### config.mk
export PLATFORM = sky130hd
export DESIGN_NAME = rxf_framer
export DESIGN_NICKNAME = d
export VERILOG_FILES = /design/src/rtl/rxf_pkg.sv /design/src/rtl/rxf_tsctr.sv /design/src/rtl/rxf_fifo.sv /design/src/rtl/rxf_ingress.sv /design/src/rtl/rxf_emitter.sv /design/src/rtl/rxf_framer.sv
export SDC_FILE = /design/constraint.sdc
export NUM_CORES = 1
export LEC_CHECK = 0
export ABC_AREA = 1
export CELL_PAD_IN_SITES_DETAIL_PLACEMENT = 1
export CELL_PAD_IN_SITES_GLOBAL_PLACEMENT = 1
export CORE_UTILIZATION = 50
export CTS_BUF_LIST = sky130_fd_sc_hd__clkbuf_4 sky130_fd_sc_hd__clkbuf_8 sky130_fd_sc_hd__clkbuf_16
export CTS_CLUSTER_SIZE = 20
export DETAILED_ROUTE_END_ITERATION = 12
export PLACE_DENSITY_LB_ADDON = 0.05
export SLEW_MARGIN = 20
export SYNTH_ARGS = -nofsm -noshare
export SYNTH_HDL_FRONTEND = slang
export SYNTH_SLANG_ARGS = --single-unit
export TNS_END_PERCENT = 30
### constraint.sdc
create_clock -name clk -period 7.05 [get_ports clk]
set_input_delay 1.41 -clock clk [delete_from_list [all_inputs] [get_ports clk]]
set_output_delay 1.41 -clock clk [all_outputs]
set_load 0.005 [all_outputs]
### src/rtl/rxf_pkg.sv
package rxf_pkg;

    localparam int WORD_W  = 32;
    localparam int CHAN_W  = 5;
    localparam int OVR_BIT = 3;
    localparam logic [CHAN_W-1:0] CTRL_CHAN = 5'h1F;

    typedef struct packed {
        logic              first;
        logic              last;
        logic [CHAN_W-1:0] chan;
        logic [WORD_W-1:0] ts;
        logic [WORD_W-1:0] data;
    } entry_t;

    typedef enum logic [1:0] {
        ST_IDLE = 2'd0,
        ST_HDR  = 2'd1,
        ST_TS   = 2'd2,
        ST_PAY  = 2'd3
    } emit_state_t;

    localparam logic [WORD_W-1:0] HDR_ZERO_MASK =
        ~({{CHAN_W{1'b1}}, {(WORD_W-CHAN_W){1'b0}}} | (WORD_W'(1) << OVR_BIT));

    function automatic logic [WORD_W-1:0] make_header(input logic [CHAN_W-1:0] chan,
                                                      input logic ovr);
        logic [WORD_W-1:0] w;
        w = '0;
        w[WORD_W-1 -: CHAN_W] = chan;
        w[OVR_BIT] = ovr;
        return w;
    endfunction

endpackage

### src/rtl/rxf_tsctr.sv
module rxf_tsctr #(
    parameter int W = 32
) (
    input  logic         clk,
    input  logic         rst,
    output logic [W-1:0] count
);
    always_ff @(posedge clk) begin
        if (rst) count <= '0;
        else     count <= count + 1'b1;
    end


    ts_step_chk: assert property (@(posedge clk) disable iff (rst)
        1'b1 |=> count == $past(count) + 1'b1);
endmodule

### src/rtl/rxf_fifo.sv
module rxf_fifo
    import rxf_pkg::*;
#(
    parameter int DEPTH = 8
) (
    input  logic   clk,
    input  logic   rst,
    input  logic   push,
    input  entry_t push_entry,
    input  logic   pop,
    output entry_t head,
    output logic   empty,
    output logic   full
);
    localparam int AW = (DEPTH > 1) ? $clog2(DEPTH) : 1;

    entry_t         mem [DEPTH];
    logic [AW-1:0]  wr_ptr, rd_ptr;
    logic [AW:0]    used;

    assign empty = (used == '0);
    assign full  = (used == (AW+1)'(DEPTH));
    assign head  = mem[rd_ptr];

    function automatic logic [AW-1:0] bump(input logic [AW-1:0] p);
        return (p == AW'(DEPTH-1)) ? '0 : p + 1'b1;
    endfunction

    always_ff @(posedge clk) begin
        if (push) mem[wr_ptr] <= push_entry;
    end

    always_ff @(posedge clk) begin
        if (rst) begin
            wr_ptr <= '0;
            rd_ptr <= '0;
            used   <= '0;
        end else begin
            if (push) wr_ptr <= bump(wr_ptr);
            if (pop)  rd_ptr <= bump(rd_ptr);
            case ({push, pop})
                2'b10:   used <= used + 1'b1;
                2'b01:   used <= used - 1'b1;
                default: used <= used;
            endcase
        end
    end


    no_overflow_chk: assert property (@(posedge clk) disable iff (rst)
        push |-> !full);


    no_underflow_chk: assert property (@(posedge clk) disable iff (rst)
        pop |-> !empty);
endmodule

### src/rtl/rxf_ingress.sv
module rxf_ingress
    import rxf_pkg::*;
#(
    parameter int LEN_W = 8
) (
    input  logic              clk,
    input  logic              rst,
    input  logic              smp_valid,
    input  logic [WORD_W-1:0] smp_data,
    input  logic [CHAN_W-1:0] chan_id,
    input  logic [LEN_W-1:0]  pkt_len,
    input  logic [WORD_W-1:0] ts_now,
    input  logic              fifo_full,
    output logic              push,
    output entry_t            push_entry,
    output logic              drop
);
    logic [LEN_W-1:0] pos_q, len_q, eff_len;
    logic             at_start, reserved, is_last;

    always_comb begin
        at_start = (pos_q == '0);
        if (at_start) eff_len = (pkt_len == '0) ? LEN_W'(1) : pkt_len;
        else          eff_len = len_q;
        reserved = at_start && (chan_id == CTRL_CHAN);
        is_last  = (({1'b0, pos_q} + 1'b1) == {1'b0, eff_len});
        push     = smp_valid && !reserved && !fifo_full;
        drop     = smp_valid && !reserved &&  fifo_full;

        push_entry.first = at_start;
        push_entry.last  = is_last;
        push_entry.chan  = chan_id;
        push_entry.ts    = ts_now;
        push_entry.data  = smp_data;
    end

    always_ff @(posedge clk) begin
        if (rst) begin
            pos_q <= '0;
            len_q <= '0;
        end else if (push) begin
            len_q <= eff_len;
            pos_q <= is_last ? '0 : pos_q + 1'b1;
        end
    end


    pos_in_range_chk: assert property (@(posedge clk) disable iff (rst)
        pos_q != '0 |-> pos_q < len_q);


    len_held_chk: assert property (@(posedge clk) disable iff (rst)
        pos_q != '0 |=> $stable(len_q) || pos_q == '0 || $past(pos_q) == '0);
endmodule

### src/rtl/rxf_emitter.sv
module rxf_emitter
    import rxf_pkg::*;
(
    input  logic              clk,
    input  logic              rst,
    input  entry_t            head,
    input  logic              empty,
    input  logic              drop,
    input  logic              out_ready,
    output logic              pop,
    output logic              out_valid,
    output logic [WORD_W-1:0] out_data,
    output logic              out_sop,
    output logic              out_eop
);
    emit_state_t       state;
    logic [WORD_W-1:0] hdr_q;
    logic              ovr_q;
    logic              capture;

    assign capture = (state == ST_IDLE) && !empty;

    always_ff @(posedge clk) begin
        if (rst) begin
            state <= ST_IDLE;
            hdr_q <= '0;
            ovr_q <= 1'b0;
        end else begin
            ovr_q <= (ovr_q && !capture) || drop;
            unique case (state)
                ST_IDLE: if (!empty) begin
                    hdr_q <= make_header(head.chan, ovr_q);
                    state <= ST_HDR;
                end
                ST_HDR:  if (out_ready) state <= ST_TS;
                ST_TS:   if (out_ready) state <= ST_PAY;
                ST_PAY:  if (!empty && out_ready && head.last) state <= ST_IDLE;
                default: state <= ST_IDLE;
            endcase
        end
    end

    always_comb begin
        out_valid = 1'b0;
        out_data  = '0;
        out_sop   = 1'b0;
        out_eop   = 1'b0;
        pop       = 1'b0;
        unique case (state)
            ST_HDR: begin
                out_valid = 1'b1;
                out_data  = hdr_q;
                out_sop   = 1'b1;
            end
            ST_TS: begin
                out_valid = 1'b1;
                out_data  = head.ts;
            end
            ST_PAY: begin
                out_valid = !empty;
                out_data  = head.data;
                out_eop   = !empty && head.last;
                pop       = !empty && out_ready;
            end
            default: ;
        endcase
    end


    hold_under_stall_chk: assert property (@(posedge clk) disable iff (rst)
        out_valid && !out_ready |=> out_valid && $stable(out_data)
                                  && $stable(out_sop) && $stable(out_eop));


    hdr_zero_bits_chk: assert property (@(posedge clk) disable iff (rst)
        out_valid && out_sop |-> (out_data & HDR_ZERO_MASK) == '0);


    hdr_no_ctrl_chan_chk: assert property (@(posedge clk) disable iff (rst)
        out_valid && out_sop |-> out_data[WORD_W-1 -: CHAN_W] != CTRL_CHAN);


    ovr_sticky_chk: assert property (@(posedge clk) disable iff (rst)
        drop |=> ovr_q);


    head_is_first_chk: assert property (@(posedge clk) disable iff (rst)
        state == ST_IDLE && !empty |-> head.first);


    single_marker_chk: assert property (@(posedge clk) disable iff (rst)
        !(out_sop && out_eop));
endmodule

### src/rtl/rxf_framer.sv
module rxf_framer
    import rxf_pkg::*;
#(
    parameter int DEPTH = 8,
    parameter int LEN_W = 8
) (
    input  logic              clk,
    input  logic              rst,
    input  logic              smp_valid,
    input  logic [31:0]       smp_data,
    input  logic [4:0]        chan_id,
    input  logic [LEN_W-1:0]  pkt_len,
    input  logic              out_ready,
    output logic              out_valid,
    output logic [31:0]       out_data,
    output logic              out_sop,
    output logic              out_eop
);
    logic [WORD_W-1:0] ts_now;
    logic              push, pop, drop, empty, full;
    entry_t            push_entry, head;

    rxf_tsctr #(.W(WORD_W)) u_tsctr (
        .clk   (clk),
        .rst   (rst),
        .count (ts_now)
    );

    rxf_ingress #(.LEN_W(LEN_W)) u_ingress (
        .clk        (clk),
        .rst        (rst),
        .smp_valid  (smp_valid),
        .smp_data   (smp_data),
        .chan_id    (chan_id),
        .pkt_len    (pkt_len),
        .ts_now     (ts_now),
        .fifo_full  (full),
        .push       (push),
        .push_entry (push_entry),
        .drop       (drop)
    );

    rxf_fifo #(.DEPTH(DEPTH)) u_fifo (
        .clk        (clk),
        .rst        (rst),
        .push       (push),
        .push_entry (push_entry),
        .pop        (pop),
        .head       (head),
        .empty      (empty),
        .full       (full)
    );

    rxf_emitter u_emitter (
        .clk       (clk),
        .rst       (rst),
        .head      (head),
        .empty     (empty),
        .drop      (drop),
        .out_ready (out_ready),
        .pop       (pop),
        .out_valid (out_valid),
        .out_data  (out_data),
        .out_sop   (out_sop),
        .out_eop   (out_eop)
    );


    quiet_after_reset_chk: assert property (@(posedge clk)
        $past(rst) |-> !out_valid && !out_sop && !out_eop);
endmodule

* Word level (Yosys, flattened, before mapping)
Memory sizes are Yosys's and may differ from the RTL's. A register that Yosys moved wholly into a read port is not among the register bits. Cells that the tools add are included.
Word-level totals: flip-flop bits (word level) 67, RAM bits 568, bits of input ports 49, output and inout bits 35, logic and storage cells 74, memories 1
Memories:
- u_fifo.mem | depth 8, width 71, rd ports 1, clocked after Yosys merged registers in 1, write ports 1, RTL line rxf_fifo.sv:17 | entry_t mem [DEPTH];
Operators by class: add/sub/neg operators 7, equal/unequal tests 14, muxes and demuxes 20, bitwise operators 1, reductions and logical operators 22
Operators by type and width (number):
- 32-bit case mux with 3 select lines | 1
- 32-bit by 1-bit adder with 32-bit output (second input constant) | 1
- 8-bit two-way mux | 3
- 8-bit zero test | 2
- 3-bit two-way mux | 4
- 8-bit by 1-bit adder with 9-bit output (second input constant) | 1
- 9-bit by 8-bit == test with 1-bit output | 1
- 1-bit logical AND | 9
- 8-bit by 1-bit adder with 8-bit output (second input constant) | 1
- 2-bit two-way mux | 4
- 2-bit case mux with 4 select lines | 1
- 4-bit case mux with 2 select lines | 1
- 3-bit by 1-bit adder with 3-bit output (second input constant) | 2
- 2-bit == test (second input constant) | 3
- 3-bit == test (second input constant) | 2
- 2-bit inequality test (second input constant) | 3
- 5-bit == test (second input constant) | 1
- 1-bit two-way mux | 5
- 4-bit by 1-bit adder with 4-bit output (second input constant) | 1
- 2-bit by 1-bit == test with 1-bit output (second input constant) | 2
- 4-bit == test (second input constant) | 1
- 1-bit zero test | 4
- 4-bit zero test | 1
- 4-bit AND reduction | 1
- 9 further kinds | 9

* Logic depth before layout (Yosys ltp)
depth in word-level cells 7, gate-level depth with buffers 17, gate-level depth less buffers 17

* Cells and area by module
Synthesis repeated with hierarchy kept, for this count alone.
Second synthesis, totals: cell total of the unflattened synthesis 2395, area total of the unflattened synthesis 27273.7 um2
By module, submodules not included:
- rxf_fifo | times used 1, cells each 1685, area an instance 22796.9 um2, sequential area each 17316.6 um2
- rxf_ingress | times used 1, cells each 268, area an instance 1769.2 um2, sequential area each 320.3 um2
- rxf_tsctr | times used 1, cells each 250, area an instance 1677.9 um2, sequential area each 640.6 um2
- rxf_emitter | times used 1, cells each 192, area an instance 1029.7 um2, sequential area each 180.2 um2

* Worst setup path before layout
No wires, ideal clock.
path type input to register, from in chan_id[2], to mem u_fifo.mem[0][0] (netlist bit) (enable), library setup time 0.498 ns, data arrival time 4.974 ns, required time 6.552 ns, path slack 1.578 ns, stages on the path 7, path buffers 1, cells stage by stage nand4_1 > nand3b_1 > nand2_1 > nor2_4 > buf_4 > nand2_1 > nor2_1
On the way: word-level cells in the longest chain between the ends 7
Ends and longest elaborated chain:
- start, declared | RTL line rxf_framer.sv:11 | input logic [4:0] chan_id,
- 5-bit == test | RTL line rxf_ingress.sv:25 | reserved = at_start && (chan_id == CTRL_CHAN);
- 1-bit logical AND | RTL line rxf_ingress.sv:25
- 1-bit zero test | RTL line rxf_ingress.sv:27 | push = smp_valid && !reserved && !fifo_full;
- 1-bit logical AND (2 in series) | RTL line rxf_ingress.sv:27
- 1-bit two-way mux | RTL line rxf_fifo.sv:30 | if (push) mem[wr_ptr] <= push_entry;
- 1-bit two-way mux (implied by the code) | RTL line rxf_fifo.sv:30
- end, declared | RTL line rxf_fifo.sv:17
Every way passes these cells.

==> impl_metrics.env <==
export IMPL_outcome="completed"
export IMPL_filler_cell_count=4993
export IMPL_rr_startpoint="u_ingress.pos_q[0]"
export IMPL_dpl_hpwl_um=38620
export IMPL_worst_slack_ns=1.500
export IMPL_synthTopCellsByArea="sky130_fd_sc_hd__edfxtp_1, sky130_fd_sc_hd__o21ai_0, sky130_fd_sc_hd__dfxtp_1"
export IMPL_placement_rows=82
export IMPL_synth_nets=2122
export IMPL_placement_setup_worst_slack_ns=2.029
export IMPL_whs_path_depth=2
export IMPL_clk_pin_slew_ns=0.06
export IMPL_sequential_cell_area_um2=18230
export IMPL_post_synth_top_count_cell="sky130_fd_sc_hd__edfxtp_1"
export IMPL_fin_crit_ns=5.550
export IMPL_p_total_mw=8.673
export IMPL_critPathSlowestCell="sky130_fd_sc_hd__dfxtp_4"
export IMPL_postLayoutCellArea_um2=29070
export IMPL_synth_cell_type_count=48
export IMPL_cts_resized=0
export IMPL_detailedRoute_firstIterationViolations=1206
export IMPL_numPortBuffers=83
export IMPL_clock_latency_ns=0.59
export IMPL_drt_drc_violations_left=0
export IMPL_max_clock_path_buffers=3
export IMPL_critical_path_endpoint_type="output port"
export IMPL_worst_ep_required_time_ns=5.64
export IMPL_fmaxAchievable_mhz=180.2
export IMPL_rsz0062_at_grt="false"
export IMPL_irDropWorstVdd_mv=0.2262
export IMPL_synthCells=2058
export IMPL_cts_tree="done"
export IMPL_clock_sink_count=630
export IMPL_tightest_slew_ns=0.9564
export IMPL_ys_seq_elements=630
export IMPL_drive_gt1_share_pct=9.112
export IMPL_numPlacedInstances=2713
export IMPL_antenna_found_initial=1
export IMPL_core_um2=50170
export IMPL_total_count_of_max_transition_violations_in_the_final_report=0
export IMPL_critPathArrivalTime_ns=4.14
export IMPL_postCtsSetupBuffers=0
export IMPL_final_net_count=2175
export IMPL_place_congestion=0.7922
export IMPL_areaGrowthSynthToFinish_pct=14.39
export IMPL_fin_tns_setup_ns=0
export IMPL_die_area_um2=51730
export IMPL_hold_path_class="reg2reg"
export IMPL_synth_edff_count=560
export IMPL_synth_async_reset_ratio_pct=0
export IMPL_min_from="u_emitter.hdr_q[30]"
export IMPL_series_of_cell_instances_along_the_critical_path="buf_12 > o21ai_0 > o221ai_1 > o211ai_1 > a21oi_1 > clkdlybuf4s50_1"
export IMPL_die_height_um=227.5
export IMPL_setup_viol_count_final=0
export IMPL_global_route_usage_total_pct=26.99
export IMPL_post_dp_cell_area_um2=26890
export IMPL_cpPeakStageDelay_ns=0.90
export IMPL_cts_root_buffer_cell="sky130_fd_sc_hd__clkbuf_16"
export IMPL_grt_overflow_total=0
export IMPL_synth_avg_cell_area_um2=12.35
export IMPL_tritoncts_num_buffers=68
export IMPL_drv_max_cap_violation_count=0
export IMPL_clock_skew_final_ns=0.01488
export IMPL_power_static_leakage_nw=9.656
export IMPL_grt_max_degree=208
export IMPL_number_of_warnings_reported_in_the_yosys_synthesis_log=0
export IMPL_hold_worst_slack_ns=0.4774
export IMPL_detail_route_antenna_nets=0
export IMPL_regToRegEndpoint="u_fifo.mem[6][17]"
export IMPL_critical_path_class="reg2out"
export IMPL_totalWireLength_um=68170
export IMPL_vias=16930
export IMPL_synth_area_um2=25410
export IMPL_htree_depth=3
export IMPL_drt_pass1_iterations=5
export IMPL_first_global_vias=17830
export IMPL_die_width_um=227.5
export IMPL_global_route_wire_length_before_repair_um=104100
export IMPL_synthDominantCellAreaShare_pct=66.17
export IMPL_floorplan_initialDensity_pct=50.66
export IMPL_largest_fanout_on_the_critical_path=207
export IMPL_worst_slew_margin_rel_pct=36.15
export IMPL_netlist_top_cell_by_area="sky130_fd_sc_hd__edfxtp_1"
export IMPL_hold_viol_final=0
export IMPL_worst_hold_path_ep="u_emitter.hdr_q[30]"
export IMPL_ys_flop_type="sky130_fd_sc_hd__edfxtp_1"
export IMPL_number_of_vias_per_cell_after_detailed_routing=5.972
export IMPL_area_of_combinational_cells_with_multiple_inputs_um2=6316
export IMPL_ys_top_cells_by_count="sky130_fd_sc_hd__edfxtp_1, sky130_fd_sc_hd__nor2_1, sky130_fd_sc_hd__o21ai_0"
export IMPL_antennaDiodeCount=0
export IMPL_power_density_cell_area_nw_per_um2=298.3
export IMPL_timing_reg2reg_setup_slack_ns=3.26
export IMPL_min_period_over_period_pct=78.72
export IMPL_r2r_worst_path_cells=10
export IMPL_pin_count=84
export IMPL_synth_seq_area_share_pct=71.68
export IMPL_final_instance_count_excl_fill=2834
export IMPL_cts_hold_repair_buffers=0
export IMPL_critical_path_startpoint_type="flop"
export IMPL_detail_route_wl_per_cell_um=24.05
export IMPL_final_core_utilization_pct=57.94
==> worst max path at each step <==
| stage | start | end | slack (ns) | cells after the start |
|---|---|---|---|---|
| finish | flop | out_data[11] | 1.50 | 6 |
| global route | flop | out_data[11] | 1.28 | 6 |
| CTS | flop | out_data[11] | 1.54 | 6 |
| detailed placement | chan_id[3] | u_fifo.mem[2][21] | 2.03 | 8 |
| global placement | chan_id[2] | u_fifo.mem[6][6] | 2.14 | 8 |
| floorplan | chan_id[2] | u_fifo.mem[0][0] | 1.58 | 7 |
==> state kept, by name (all words and copies together) (netlist names), named ones only <==
register,count
u_fifo.used,4
u_emitter.hdr_q,6
u_fifo.rd_ptr,3
u_fifo.mem,560
u_tsctr.count,32
u_fifo.wr_ptr,3
u_ingress.len_q,8
u_emitter.ovr_q,1
u_emitter.state,2
u_ingress.pos_q,8
==> per-layer routing <==
layer | global-route usage [%] | up-vias | share of wire (%)
met5 | 0 | - | 0.019
met4 | 11.24 | 2 | 3.4
met3 | 3.704 | 129 | 4.6
met2 | 46.68 | 452 | 50
met1 | 34.13 | 8645 | 42
li1 | - | 7697 | -
==> cells in the final DEF (no fill, tap or decap), types with 67 or more instances in the layout <==
cell / Yosys / layout
sky130_fd_sc_hd__dfxtp_1: 70 / 67
sky130_fd_sc_hd__nand2_1: 124 / 124
sky130_fd_sc_hd__o21ai_0: 313 / 313
sky130_fd_sc_hd__clkdlybuf4s50_1: 0 / 83
sky130_fd_sc_hd__o221ai_1: 94 / 94
sky130_fd_sc_hd__inv_1: 84 / 82
sky130_fd_sc_hd__clkbuf_16: 0 / 73
sky130_fd_sc_hd__a21oi_1: 68 / 68
sky130_fd_sc_hd__nor2_1: 351 / 343
sky130_fd_sc_hd__edfxtp_1: 560 / 560
==> area by class of cell <==
type                       instances  share of cell area, %
multi-input combinational       1203                  21.73
timing repair buffer             112                  3.921
sequential                       630                  62.71
tap                              672                  2.892
clock inverter                    18                 0.3443
inverter                          96                  1.265
clock buffer                     103                  7.145
==> power by group <==
part | leakage, nW | switching [mW] | total [mW] | internal (mW)
Sequential | 5.74 | 0.0645 | 4.24 | 4.18
Clock | 1.10 | 1.38 | 3.44 | 2.07
Combinational | 2.81 | 0.676 | 0.987 | 0.312
==> kinds of logic (layout without fill, tap and decap cells) <==
| group | Yosys count | after routing | share of synthesized area, % |
|---|---|---|---|
| AO/OA/AOI/OAI | 591 | 591 | 13.81 |
| XOR/XNOR | 7 | 7 | 0.2412 |
| adder cells (fa/ha/maj) | 15 | 15 | 0.7385 |
| buffers and inverters | 225 | 329 | 3.712 |
| flip-flops | 630 | 630 | 71.68 |
| AND/OR/NAND/NOR | 590 | 590 | 9.817 |
==> critical path: cells and delay by family (launching register included) <==
| kind | cells | cell delay (ns) |
|---|---|---|
| buffers and inverters | 2 | 1.33 |
| AOI/OAI and AO/OA | 4 | 1.12 |
| DFF | 1 | 0.90 |
No activity file was read; power rests on OpenSTA's default activity.
